--- config.mk ---
export PLATFORM = sky130hd
export DESIGN_NAME = irq_vector_unit
export DESIGN_NICKNAME = d
export VERILOG_FILES = /design/src/rtl/irqv_pkg.sv /design/src/rtl/irqv_trigger.sv /design/src/rtl/irqv_mask_ctl.sv /design/src/rtl/irqv_arbiter.sv /design/src/rtl/irq_vector_unit.sv
export SDC_FILE = /design/constraint.sdc
export NUM_CORES = 1
export LEC_CHECK = 0
export ABC_AREA = 1
export BUFFER_PORTS_ARGS = -buffer_cell sky130_fd_sc_hd__buf_2
export CORE_AREA = 4 4 51 53
export CTS_CLUSTER_SIZE = 40
export DETAILED_ROUTE_END_ITERATION = 12
export DIE_AREA = 0 0 55 57
export GPL_TIMING_DRIVEN = 0
export PLACE_DENSITY = 0.91
export SYNTH_ARGS = -nofsm -noshare
export SYNTH_HDL_FRONTEND = slang
export SYNTH_HIERARCHICAL = 1
export SYNTH_SLANG_ARGS = --single-unit
--- constraint.sdc ---
create_clock -name clk -period 2.2 [get_ports clk]
set_input_delay 0.22 -clock clk [delete_from_list [all_inputs] [get_ports clk]]
set_output_delay 0.22 -clock clk [all_outputs]
set_load 0.1 [all_outputs]
--- src/rtl/irqv_pkg.sv ---
package irqv_pkg;

    localparam int VEC_W      = 16;
    localparam int SW_NUM_W   = 3;
    localparam int SW_STEP_LG = 3;
    localparam int MASK_N     = 3;
    localparam int CMD_W      = MASK_N + 1;
    localparam int STAT_W     = 8;

    localparam logic [VEC_W-1:0] VEC_NMI  = 16'h0024;
    localparam logic [VEC_W-1:0] VEC_EDGE = 16'h003C;
    localparam logic [VEC_W-1:0] VEC_HI   = 16'h0034;
    localparam logic [VEC_W-1:0] VEC_LO   = 16'h002C;

    typedef enum logic [2:0] {
        SRC_NONE,
        SRC_NMI,
        SRC_EDGE,
        SRC_HI,
        SRC_LO,
        SRC_EXT
    } src_e;

    typedef struct packed {
        logic nmi;
        logic edg;
        logic hi;
        logic lo;
        logic ext;
    } req_t;

    function automatic logic [VEC_W-1:0] sw_vector(input logic [SW_NUM_W-1:0] n);
        logic [VEC_W-1:0] v;
        v = '0;
        v[SW_STEP_LG +: SW_NUM_W] = n;
        return v;
    endfunction

    function automatic logic is_maskable(input src_e s);
        return (s == SRC_EDGE) || (s == SRC_HI) || (s == SRC_LO) || (s == SRC_EXT);
    endfunction

endpackage

--- src/rtl/irqv_trigger.sv ---
module irqv_trigger (
    input  logic clk,
    input  logic rst,
    input  logic nmi_in,
    input  logic edge_in,
    input  logic clr_nmi,
    input  logic clr_edge,
    output logic nmi_valid,
    output logic edge_pend
);

    logic nmi_q;
    logic edge_q;
    logic nmi_pend;

    always_ff @(posedge clk) begin
        if (rst) begin
            nmi_q     <= 1'b1;
            edge_q    <= 1'b1;
            nmi_pend  <= 1'b0;
            edge_pend <= 1'b0;
        end else begin
            nmi_q  <= nmi_in;
            edge_q <= edge_in;
            if (!nmi_in || clr_nmi)
                nmi_pend <= 1'b0;
            else if (!nmi_q)
                nmi_pend <= 1'b1;
            if (clr_edge)
                edge_pend <= 1'b0;
            else if (edge_in && !edge_q)
                edge_pend <= 1'b1;
        end
    end

    assign nmi_valid = nmi_pend && nmi_in;

    AST_EDGE_LATCH_HOLDS: assert property (@(posedge clk) disable iff (rst)
        edge_pend && !clr_edge |=> edge_pend);

    AST_NMI_PRIOR_HIGH: assert property (@(posedge clk) disable iff (rst)
        nmi_valid |-> $past(nmi_in));

    AST_EDGE_NEEDS_RISE: assert property (@(posedge clk) disable iff (rst)
        $rose(edge_pend) |-> $past(edge_in) && !$past(clr_edge));

endmodule

--- src/rtl/irqv_mask_ctl.sv ---
module irqv_mask_ctl
    import irqv_pkg::*;
(
    input  logic              clk,
    input  logic              rst,
    input  logic              en_set,
    input  logic              en_clr,
    input  logic              mask_wr,
    input  logic [CMD_W-1:0]  mask_cmd,
    input  logic              mask_taken,
    output logic              ien,
    output logic [MASK_N-1:0] mask,
    output logic              clr_edge_cmd
);

    always_ff @(posedge clk) begin
        if (rst) begin
            ien  <= 1'b0;
            mask <= '1;
        end else begin
            if (mask_taken || en_clr)
                ien <= 1'b0;
            else if (en_set)
                ien <= 1'b1;
            if (mask_wr)
                mask <= mask_cmd[MASK_N-1:0];
        end
    end

    assign clr_edge_cmd = mask_wr && mask_cmd[MASK_N];

    AST_TAKE_DROPS_EN: assert property (@(posedge clk) disable iff (rst)
        mask_taken |=> !ien);

    AST_EI_RAISES_EN: assert property (@(posedge clk) disable iff (rst)
        en_set && !en_clr && !mask_taken |=> ien);

    AST_DI_LOWERS_EN: assert property (@(posedge clk) disable iff (rst)
        en_clr |=> !ien);

endmodule

--- src/rtl/irqv_arbiter.sv ---
module irqv_arbiter
    import irqv_pkg::*;
(
    input  req_t             req,
    input  logic [VEC_W-1:0] ext_vec,
    output src_e             sel,
    output logic             any,
    output logic [VEC_W-1:0] vec
);

    always_comb begin
        if (req.nmi)      sel = SRC_NMI;
        else if (req.edg) sel = SRC_EDGE;
        else if (req.hi)  sel = SRC_HI;
        else if (req.lo)  sel = SRC_LO;
        else if (req.ext) sel = SRC_EXT;
        else              sel = SRC_NONE;
    end

    always_comb begin
        case (sel)
            SRC_NMI:  vec = VEC_NMI;
            SRC_EDGE: vec = VEC_EDGE;
            SRC_HI:   vec = VEC_HI;
            SRC_LO:   vec = VEC_LO;
            SRC_EXT:  vec = ext_vec;
            default:  vec = '0;
        endcase
    end

    assign any = (sel != SRC_NONE);

endmodule

--- src/rtl/irq_vector_unit.sv ---
module irq_vector_unit
    import irqv_pkg::*;
(
    input  logic                clk,
    input  logic                rst,
    input  logic                nmi_in,
    input  logic                edge_in,
    input  logic                lvl_hi_in,
    input  logic                lvl_lo_in,
    input  logic                ext_in,
    input  logic                en_set,
    input  logic                en_clr,
    input  logic                mask_wr,
    input  logic [3:0]          mask_cmd,
    input  logic                accept,
    input  logic [15:0]         ext_vec,
    input  logic [2:0]          sw_num,
    output logic                irq_req,
    output logic [15:0]         irq_vec,
    output logic                ext_ack,
    output logic [15:0]         sw_vec,
    output logic [7:0]          status
);

    logic              nmi_valid;
    logic              edge_pend;
    logic              ien;
    logic [MASK_N-1:0] mask;
    logic              clr_edge_cmd;
    logic              taken;
    logic              mask_taken;
    req_t              elig;
    src_e              sel;

    assign taken      = accept && irq_req;
    assign mask_taken = taken && is_maskable(sel);

    irqv_trigger u_trig (
        .clk       (clk),
        .rst       (rst),
        .nmi_in    (nmi_in),
        .edge_in   (edge_in),
        .clr_nmi   (taken && (sel == SRC_NMI)),
        .clr_edge  (clr_edge_cmd || (taken && (sel == SRC_EDGE))),
        .nmi_valid (nmi_valid),
        .edge_pend (edge_pend)
    );

    irqv_mask_ctl u_mask (
        .clk          (clk),
        .rst          (rst),
        .en_set       (en_set),
        .en_clr       (en_clr),
        .mask_wr      (mask_wr),
        .mask_cmd     (mask_cmd),
        .mask_taken   (mask_taken),
        .ien          (ien),
        .mask         (mask),
        .clr_edge_cmd (clr_edge_cmd)
    );

    always_comb begin
        elig.nmi = nmi_valid;
        elig.edg = ien && edge_pend && !mask[2];
        elig.hi  = ien && lvl_hi_in && !mask[1];
        elig.lo  = ien && lvl_lo_in && !mask[0];
        elig.ext = ien && ext_in;
    end

    irqv_arbiter u_arb (
        .req     (elig),
        .ext_vec (ext_vec),
        .sel     (sel),
        .any     (irq_req),
        .vec     (irq_vec)
    );

    assign ext_ack = accept && (sel == SRC_EXT);
    assign sw_vec  = sw_vector(sw_num);
    assign status  = {1'b0, edge_pend, lvl_hi_in, lvl_lo_in, ien, mask};

    always_comb begin
        AST_SW_ALIGNED: assert (sw_vec[2:0] == 3'b000 && sw_vec[15:6] == '0);
    end

    AST_ACK_NEEDS_ACCEPT: assert property (@(posedge clk) disable iff (rst)
        ext_ack |-> accept && irq_vec == ext_vec);

    AST_QUIET_WHEN_OFF: assert property (@(posedge clk) disable iff (rst)
        !status[3] && !nmi_valid |-> !irq_req);

    AST_NMI_ON_TOP: assert property (@(posedge clk) disable iff (rst)
        nmi_valid |-> irq_req && irq_vec == VEC_NMI);

    AST_NMI_KEEPS_EN: assert property (@(posedge clk) disable iff (rst)
        taken && irq_vec == VEC_NMI && nmi_valid && !en_set && !en_clr
        |=> status[3] == $past(status[3]));

    AST_IDLE_VEC_ZERO: assert property (@(posedge clk) disable iff (rst)
        !irq_req |-> irq_vec == '0);

endmodule

==> results_dict.tcl, run 1 <==
set metrics [dict create \
    status "finished, final reports clean" \
    r2r_cells 12 \
    ys_seq_area_frac 0.1942 \
    place.gp.congestion 0.7272 \
    r2r_slack_ns 0.69 \
    fin_area_mm2 0.001366 \
    synth_edf_count 0 \
    hold_class "input port to flip-flop" \
    grt_remaining_overflow 0 \
    drc 0 \
    critPathSlowestCell "dfxtp_2" \
    p_per_area_mw_per_mm2 475.4 \
    hold_viol 0 \
    synthArstFlopShare 0 \
    max_stage_delay_ns 0.34 \
    whs_ns 0.1733 \
    netlist_area_um2 824.5 \
    die_w_um 55 \
    crit_path_cell_trace "nand2_1, nor2_1, nor2_2, nand3_2, inv_2, nand2_2, buf_6, nor2_4, buf_4" \
    n_antenna_cell 0 \
    synth-xor-area-share 0 \
    register_area_um2 170.2 \
    use_met2 0.2348 \
    report.final.slew_viol_count 0 \
    cts_sinks 8 \
    synth-seq-cells 8 \
    grt_pass1_vias 792 \
    synthSimpleGateAreaFrac 0.4036 \
    dpl.hpwl_um 1801 \
    rows 17 \
    synth_top_area_cell "dfxtp_1" \
    grt-busiest-layer "met2" \
    avgSynthCellArea_um2 5.890 \
    layout_setup_ws_ns 0.1735 \
    cp-end-kind "output pin" \
    multi_input_area_um2 506.7 \
    synth_top_area_frac 0.1942 \
    crit_type "flip-flop to output pin" \
    synth_common_cells "nand2_1 (31), inv_1 (29), buf_4 (21), nor2_1 (13), nor2_2 (11)" \
    worstHoldPathCells 3 \
    total_power_uw 649.6 \
    fin_crit_sh 0.9211 \
    clk_pin_slew_ns 0.06 \
    p_comb_frac 0.577 \
    grt_pass1_wl_um 2960 \
    io_buffer_count 58 \
    synth_compound_area_frac 0.04249 \
    pin_count 76 \
    crit_buf_inv 3 \
    cp_top_family "simple AND/OR/NAND/NOR gates" \
    antenna_found_initial 0 \
    ys_warn_count 6 \
    synth.most_common_cell "nand2_1" \
    via_count 955 \
    synth_flop_cell "dfxtp_1" \
    fmax_ghz 0.4935 \
    synthMuxAreaShare 0 \
    r2r-start "u_mask/ien" \
    fin_crit_ns 2.026 \
    vdd_drop_max_v 0.0003842 \
    drt_iter0_markers 8 \
    die_area_mm2 0.003135 \
    start_util 0.3838 \
    r2r_end "u_trig/edge_pend" \
    dpl_worst_slack_ns 0.1281 \
    wl_um 2010 \
    hp-start "mask_cmd[0]" \
    cp.arrival_ns 1.81 \
    avgRoutedWirePerCell_um 8.272 \
    fillerInstances 206 \
    yosys.cell_types.count 19 \
    die_y_um 57 \
    p_leak_uw 0.0008427 \
    postRouteAntennaNets 0 \
    synth_top_family_by_area "simple AND/OR/NAND/NOR gates" \
    drive_gt1_frac 0.5395 \
    crit_start "u_mask/ien" \
    coreArea_mm2 0.002148 \
    min_to "u_mask/mask[0]" \
    numCtsBuffers 3 \
    cts_tree "built" \
    finalSetupViolCount 0 \
    root_buffer "clkbuf_4" \
    grt_util_met1 0.1248 \
    setup.worst_path.start_class "flip-flop" \
    area_growth_pct 65.71 \
    clk_latency_ns 0.25 \
    syn_inst 140 \
    clockBufferDepth 2 \
    swShare 0.5352 \
    grt_max_degree 11 \
    global_route.usage.met3 0.01044 \
    cp_max_fo 10 \
    synth_fa_ha_area_frac 0 \
    firstDrtPassIters 4 \
    grt_usage 0.1215 \
    switching_power_uw 347.7 \
    synth_area_leaders "dfxtp_1 (19%), buf_4 (19%), nand2_1 (14%)" \
    finalNetCount 250 \
    htree_levels 1 \
    seqPwrFrac 0.245 \
    pwr-share-clk 0.178 \
    skew_ns 0.008086 \
    rsz0062_at_grt "no" \
    placed_area_mm2 0.001291 \
    drv_cap 0 \
    vias_per_cell 3.930 \
    worstPathRequired_ns 1.98 \
    internal_power_uw 301.9 \
]
[cell type report]
| class | count | share of cell area |
|---|---|---|
| inverters | 33 | 0.09066 |
| multi-input cells | 90 | 0.3709 |
| repair buffers | 58 | 0.2454 |
| flip-flops and latches | 8 | 0.1245 |
| clock buffers | 4 | 0.01923 |
| well taps | 28 | 0.02564 |
| plain buffers | 22 | 0.1236 |
[power groups by stage]
stage	clock network, uW	logic [uW]	registers [uW]
finish	116	375	159
global route	129	392	160
CTS	121	370	159
detailed placement	0	369	162
global placement	0	366	161
floorplan	0	290	189
[worst register-to-register path, delay by kind of cell, from the launching register on]
kind / cells / cell delay, ns
buffers and inverters: 2 / 0.09
AO/OA/AOI/OAI: 1 / 0.09
AND/OR/NAND/NOR: 9 / 0.88
flip-flops: 1 / 0.37
[state kept, by name, summed over array words and instances (netlist names)]
signal            count
u_trig/edge_q         1
u_trig/edge_pend      1
u_mask/mask           3
u_trig/nmi_q          1
u_trig/nmi_pend       1
u_mask/ien            1
[cells by family (layout without fill, tap and decap cells)]
| group | after synthesis | count (layout) |
|---|---|---|
| flops | 8 | 8 |
| compound gates | 5 | 5 |
| buf+inv | 55 | 117 |
| other cells | 1 | 14 |
| simple gates | 71 | 71 |
[through the flow]
| step | TNS [ns] | cells | util |
|---|---|---|---|
| 3_3_place_gp | 0 | 239 | 0.6010 |
| 6_report | 0 | 243 | 0.6360 |
| 2_1_floorplan | -0.06741 | 153 | - |
| 4_1_cts | 0 | 243 | 0.6261 |
| 3_5_place_dp | 0 | 239 | 0.6010 |
| 5_1_grt | 0 | 243 | 0.6360 |
[layout by cell type (no fill, tap or decap), types with 2 or more instances in the layout]
cell,synthesis,routed
nand2_2,2,2
nand3_1,9,6
nor2_4,1,11
dfxtp_1,8,4
clkbuf_4,0,4
nor2_1,13,9
conb_1,1,14
dfxtp_4,0,2
inv_1,29,29
buf_4,21,33
nor2_2,11,5
buf_6,1,3
buf_2,0,43
a21oi_2,2,2
nand2_1,31,31
nand3_2,1,4
or2_1,2,2
inv_2,4,4
dfxtp_2,0,2
[metal layers]
layer	routed length [um]	share of wire
met1	671	0.33
met2	1059	0.53
met3	266	0.13
met4	14	0.0070
met5	0	0
[timing repair]
action	in CTS	in global routing
hold endpoints to repair	0	0
setup buffers	0	0
resized for setup	12	11
hold buffers	0	0
setup endpoints to repair	11	17
[worst max-delay path by stage]
stage,to,slack [ns],depth (start not counted)
6_report,irq_vec[10],0.17,9
5_1_grt,irq_vec[10],0.02,8
4_1_cts,irq_vec[5],0.01,9
3_5_place_dp,ext_ack,0.13,8
3_3_place_gp,ext_ack,0.14,8
2_1_floorplan,irq_vec[3],-0.07,5
(Power assumes the default switching activity.)
==> inputs of run 2 (changes only) <==
- PLACE_DENSITY: 0.91 -> 0.82
==> run 2 against run 1 <==
Against the previous run:
- worst hold slack hardly changed
- clock power about the same
- non-clock buffer count did not move
- final cell count did not move
==> results_dict.tcl, run 2 (same netlist as run 1, synthesis figures left out) <==
set metrics [dict create \
    status "finished, final reports clean" \
    final_common_cell "buf_2" \
    die_w_um 55 \
    dpl_worst_slack_ns 0.1205 \
    cp-end-kind "output pin" \
    pin_count 76 \
    rows 17 \
    largest_register_ffs 3 \
    report.final.slew_viol_count 0 \
    clk_latency_ns 0.25 \
    drc 0 \
    hold_class "input port to flip-flop" \
    antenna_found_initial 0 \
    p_leak_uw 0.0008492 \
    die_y_um 57 \
    coreArea_mm2 0.002148 \
    grt_pass1_vias 833 \
    vias_per_cell 3.955 \
    worstPathRequired_ns 1.98 \
    crit_top_cell "nor2_2" \
    area_growth_pct 71.17 \
    setup.worst_path.start_class "flip-flop" \
    dpl.hpwl_um 1843 \
    drive_gt1_frac 0.5395 \
    die_area_mm2 0.003135 \
    fin_crit_ns 2.021 \
    r2r-start "u_mask/ien" \
    postCtsSetupBuffers 0 \
    root_buffer "clkbuf_4" \
    crit_type "flip-flop to output pin" \
    vdd_drop_max_v 0.0003960 \
    dp_cells 239 \
    holdBufCountCts 0 \
    io_buffer_count 58 \
    n_antenna_cell 0 \
    register_area_um2 168.9 \
    finalNetCount 250 \
    crit_path_cell_trace "nand2_1, nor2_2, inv_1, a21oi_1, nand2_2, nor2_2, buf_2" \
    grt_remaining_overflow 0 \
    fmax_ghz 0.4948 \
    start_util 0.3838 \
    fillerInstances 211 \
    stdcell_count 243 \
    cp_max_fo 6 \
    skew_ns 0.01017 \
    numCtsBuffers 3 \
    hp-start "edge_in" \
    clockBufferDepth 2 \
    regMostFlops "u_mask/mask" \
    grt_pass1_wl_um 3139 \
    clk_pin_slew_ns 0.06 \
    postRouteAntennaNets 0 \
    worstHoldPathCells 2 \
    p_per_area_mw_per_mm2 461.5 \
    cp.arrival_ns 1.80 \
    via_count 961 \
    wl_um 2249 \
    avgRoutedWirePerCell_um 9.255 \
    grt_usage 0.1301 \
    cts_sinks 8 \
    crit_start "u_mask/ien" \
    finalSetupViolCount 0 \
    htree_levels 1 \
    multi_input_area_um2 509.2 \
    hold_viol 0 \
    max_stage_delay_ns 0.43 \
    grt_max_degree 11 \
    drt_iter0_markers 8 \
    cts_tree "built" \
    firstDrtPassIters 4 \
    critPathSlowestCell "buf_2" \
    fin_crit_sh 0.9186 \
    r2r_cells 10 \
    drv_cap 0 \
    mostFrequentLayoutCells "buf_2 (42), nand2_1 (31), inv_1 (29)" \
    layout_setup_ws_ns 0.1790 \
    place.gp.congestion 0.6589 \
]
[run 2: cell types whose count changed in the layout (fill, tap and decap cells not counted), sizes merged]
cell / previous run / this run
buf: 79 / 78
clkbuf: 5 / 6
[run 2: worst max-delay path, delay by kind of cell, from the launching register on]
kind	cells	cell delay (ns)
AO/OA/AOI/OAI	1	0.19
buffers and inverters	2	0.50
AND/OR/NAND/NOR	4	0.44
flip-flops	1	0.41
[run 2: layout make-up]
type,count,share of cell area
inverter,33,0.08777
tap,28,0.02482
timing repair buffer,58,0.2686
sequential,8,0.1197
multi-input combinational,90,0.3608
clock buffer,4,0.01862
buffer,22,0.1197
[run 2: metrics by stage]
step	area [um^2]	power (uW)	setup TNS, ns	utilization	hold slack (ns)
2_1_floorplan	965.9	478.8	-0.06741	-	0.3171
3_3_place_gp	1291	528.3	0	0.6010	0.4138
3_5_place_dp	1291	530.5	0	0.6010	0.4229
4_1_cts	1345	650.6	0	0.6261	0.1640
5_1_grt	1411	687.0	-0.07954	0.6570	0.1800
6_report	1411	651.3	0	0.6570	0.1735
[run 2: power breakdown]
part | internal (uW) | leakage [uW] | switching [uW] | total [uW]
clock network | 69.1 | 0.0000150 | 45.8 | 115
logic | 80.3 | 0.000768 | 297 | 377
registers | 153 | 0.0000662 | 5.86 | 159
total | 302 | 0.000849 | 349 | 651
[run 2: worst paths after layout]
kind                endpoint  slack [ns]
max              irq_vec[11]        0.18
min            u_trig/edge_q        0.17
min reg2reg   u_mask/mask[0]        0.46
max reg2reg  u_trig/nmi_pend        0.63
[run 2: routing by layer]
layer / share of wire / vias up / track usage
li1: - / 517 / -
met1: 0.33 / 395 / 0.1260
met2: 0.54 / 47 / 0.2517
met3: 0.12 / 2 / 0.02611
met4: 0.0036 / 0 / 0.05208
met5: 0 / - / 0
[run 2: timing repair]
| item | CTS | global route |
|---|---|---|
| gates cloned | 0 | 0 |
| resized for setup | 12 | 23 |
| setup endpoints to repair | 11 | 17 |
==> inputs of run 3 (changes only) <==
- CELL_PAD_IN_SITES_DETAIL_PLACEMENT: not set -> 1
- CELL_PAD_IN_SITES_GLOBAL_PLACEMENT: not set -> 2
- CORE_AREA: 4 4 51 53 -> 4 4 75 77
- DIE_AREA: 0 0 55 57 -> 0 0 79 81
- PLACE_DENSITY: 0.82 -> not set
- PLACE_DENSITY_LB_ADDON: not set -> 0.1
- RECOVER_POWER: not set -> 100
==> run 3 against run 2 <==
Against the previous run:
- sequential cell count unchanged
- final area is 1.3% higher
- critical endpoint is now ext_ack
- die area grew 100%
==> results_dict.tcl, run 3 (same netlist as run 1, synthesis figures left out) <==
set metrics [dict create \
    status "finished, final reports clean" \
    area_growth_pct 73.44 \
    p_per_area_mw_per_mm2 502.0 \
    ctsResizeCount 18 \
    postCtsSetupBuffers 0 \
    htree_levels 1 \
    tightest_slew_ns 1.193 \
    fin_crit_ns 2.025 \
    whs_ns 0.1940 \
    worstPathRequired_ns 1.98 \
    cts_sinks 8 \
    final_common_cell "nand2_1" \
    finalNetCount 250 \
    cp.arrival_ns 1.80 \
    p_comb_frac 0.520 \
    start_util 0.1646 \
    hold_class "input port to flip-flop" \
    p_leak_uw 0.0008218 \
    numCtsBuffers 3 \
    dpl_worst_slack_ns 0.01806 \
    report.final.slew_viol_count 0 \
    fin_crit_sh 0.9203 \
    hold_viol 0 \
    rows 26 \
    via_count 997 \
    internal_power_uw 354.7 \
    max-slew-margin-rel 0.2083 \
    die_w_um 79 \
    clk_latency_ns 0.23 \
    seqPwrFrac 0.224 \
    coreArea_mm2 0.005010 \
    holdBufCountCts 0 \
    mostFrequentLayoutCells "nand2_1 (31), inv_1 (29), buf_2 (29)" \
    vdd_drop_max_v 0.0003299 \
    die_y_um 81 \
    switching_power_uw 363.2 \
    dp_cells 281 \
    postRouteAntennaNets 0 \
    finalSetupViolCount 0 \
    n_antenna_cell 0 \
    clockBufferDepth 2 \
    largest_register_ffs 3 \
    grt_pass1_vias 1012 \
    cts_tree "built" \
    layout_setup_ws_ns 0.1753 \
    pin_count 76 \
    grt_pass1_wl_um 4436 \
    dpl.hpwl_um 2472 \
    fmax_ghz 0.4939 \
    grt_remaining_overflow 0 \
    swShare 0.5059 \
    rsz0062_at_grt "no" \
    pwr-share-clk 0.256 \
    wl_um 2773 \
    die_area_mm2 0.006399 \
    stdcell_count 285 \
    regMostFlops "u_mask/mask" \
    firstDrtPassIters 3 \
    drt_iter0_markers 22 \
    total_power_uw 717.9 \
    avgRoutedWirePerCell_um 9.730 \
    root_buffer "clkbuf_8" \
    grt_max_degree 11 \
    crit_type "flip-flop to output pin" \
    cp_max_fo 6 \
    cp-end-kind "output pin" \
    io_buffer_count 58 \
    antenna_found_initial 0 \
    grt_usage 0.08438 \
    skew_ns 0.005858 \
    drive_gt1_frac 0.4744 \
    vias_per_cell 3.498 \
    drc 0 \
    setup.worst_path.start_class "flip-flop" \
    clk_pin_slew_ns 0.04 \
    place.gp.congestion 0.7426 \
    drv_cap 0 \
]
## run 3: power groups by stage
stage / clock network [uW] / registers [uW] / logic, uW
6_report: 184 / 161 / 373
5_1_grt: 201 / 162 / 391
4_1_cts: 192 / 160 / 378
3_5_place_dp: 0 / 163 / 374
3_3_place_gp: 0 / 162 / 370
2_1_floorplan: 0 / 189 / 290
## run 3: final timing paths
path,end,slack [ns],startpoint,cells after the start
max reg2reg,u_mask/ien,0.63,u_mask/ien,10
min reg2reg,u_trig/nmi_pend,0.48,u_trig/nmi_q,3
min,u_trig/edge_q,0.19,edge_in,2
max,ext_ack,0.18,u_mask/ien,8
## run 3: cell type report
type                       count  area [um^2]
tap                           70        87.58
timing repair buffer          58        351.6
fill                         690         3580
sequential                     8        161.4
inverter                      33        123.9
buffer                        22        168.9
clock buffer                   4        45.04
multi-input combinational     90        491.7
## run 3: worst max-delay path: stages, from the launching register on
cell and delay, ns:
dfxtp_2 0.34, nand2_1 0.07, nor2_1 0.07, o21ai_1 0.38, inv_1 0.13, inv_2 0.11, nand2_2 0.08, nor2_4 0.10
buf_4 0.29
## run 3: metal layers
layer | vias to the layer above | global-route usage | share of wire
li1 | 520 | - | -
met1 | 452 | 0.09073 | 0.36
met2 | 25 | 0.1641 | 0.58
met3 | 0 | 0.02439 | 0.059
met4 | 0 | 0.01546 | 0
met5 | - | 0 | 0
## run 3: metrics by stage
| step | TNS, ns | area, um^2 | util |
|---|---|---|---|
| 6_report | 0 | 1430 | 0.2855 |
| 4_1_cts | 0 | 1436 | 0.2867 |
| 2_1_floorplan | -0.06741 | 965.9 | - |
| 5_1_grt | 0 | 1430 | 0.2855 |
| 3_5_place_dp | 0 | 1344 | 0.2682 |
| 3_3_place_gp | 0 | 1344 | 0.2682 |
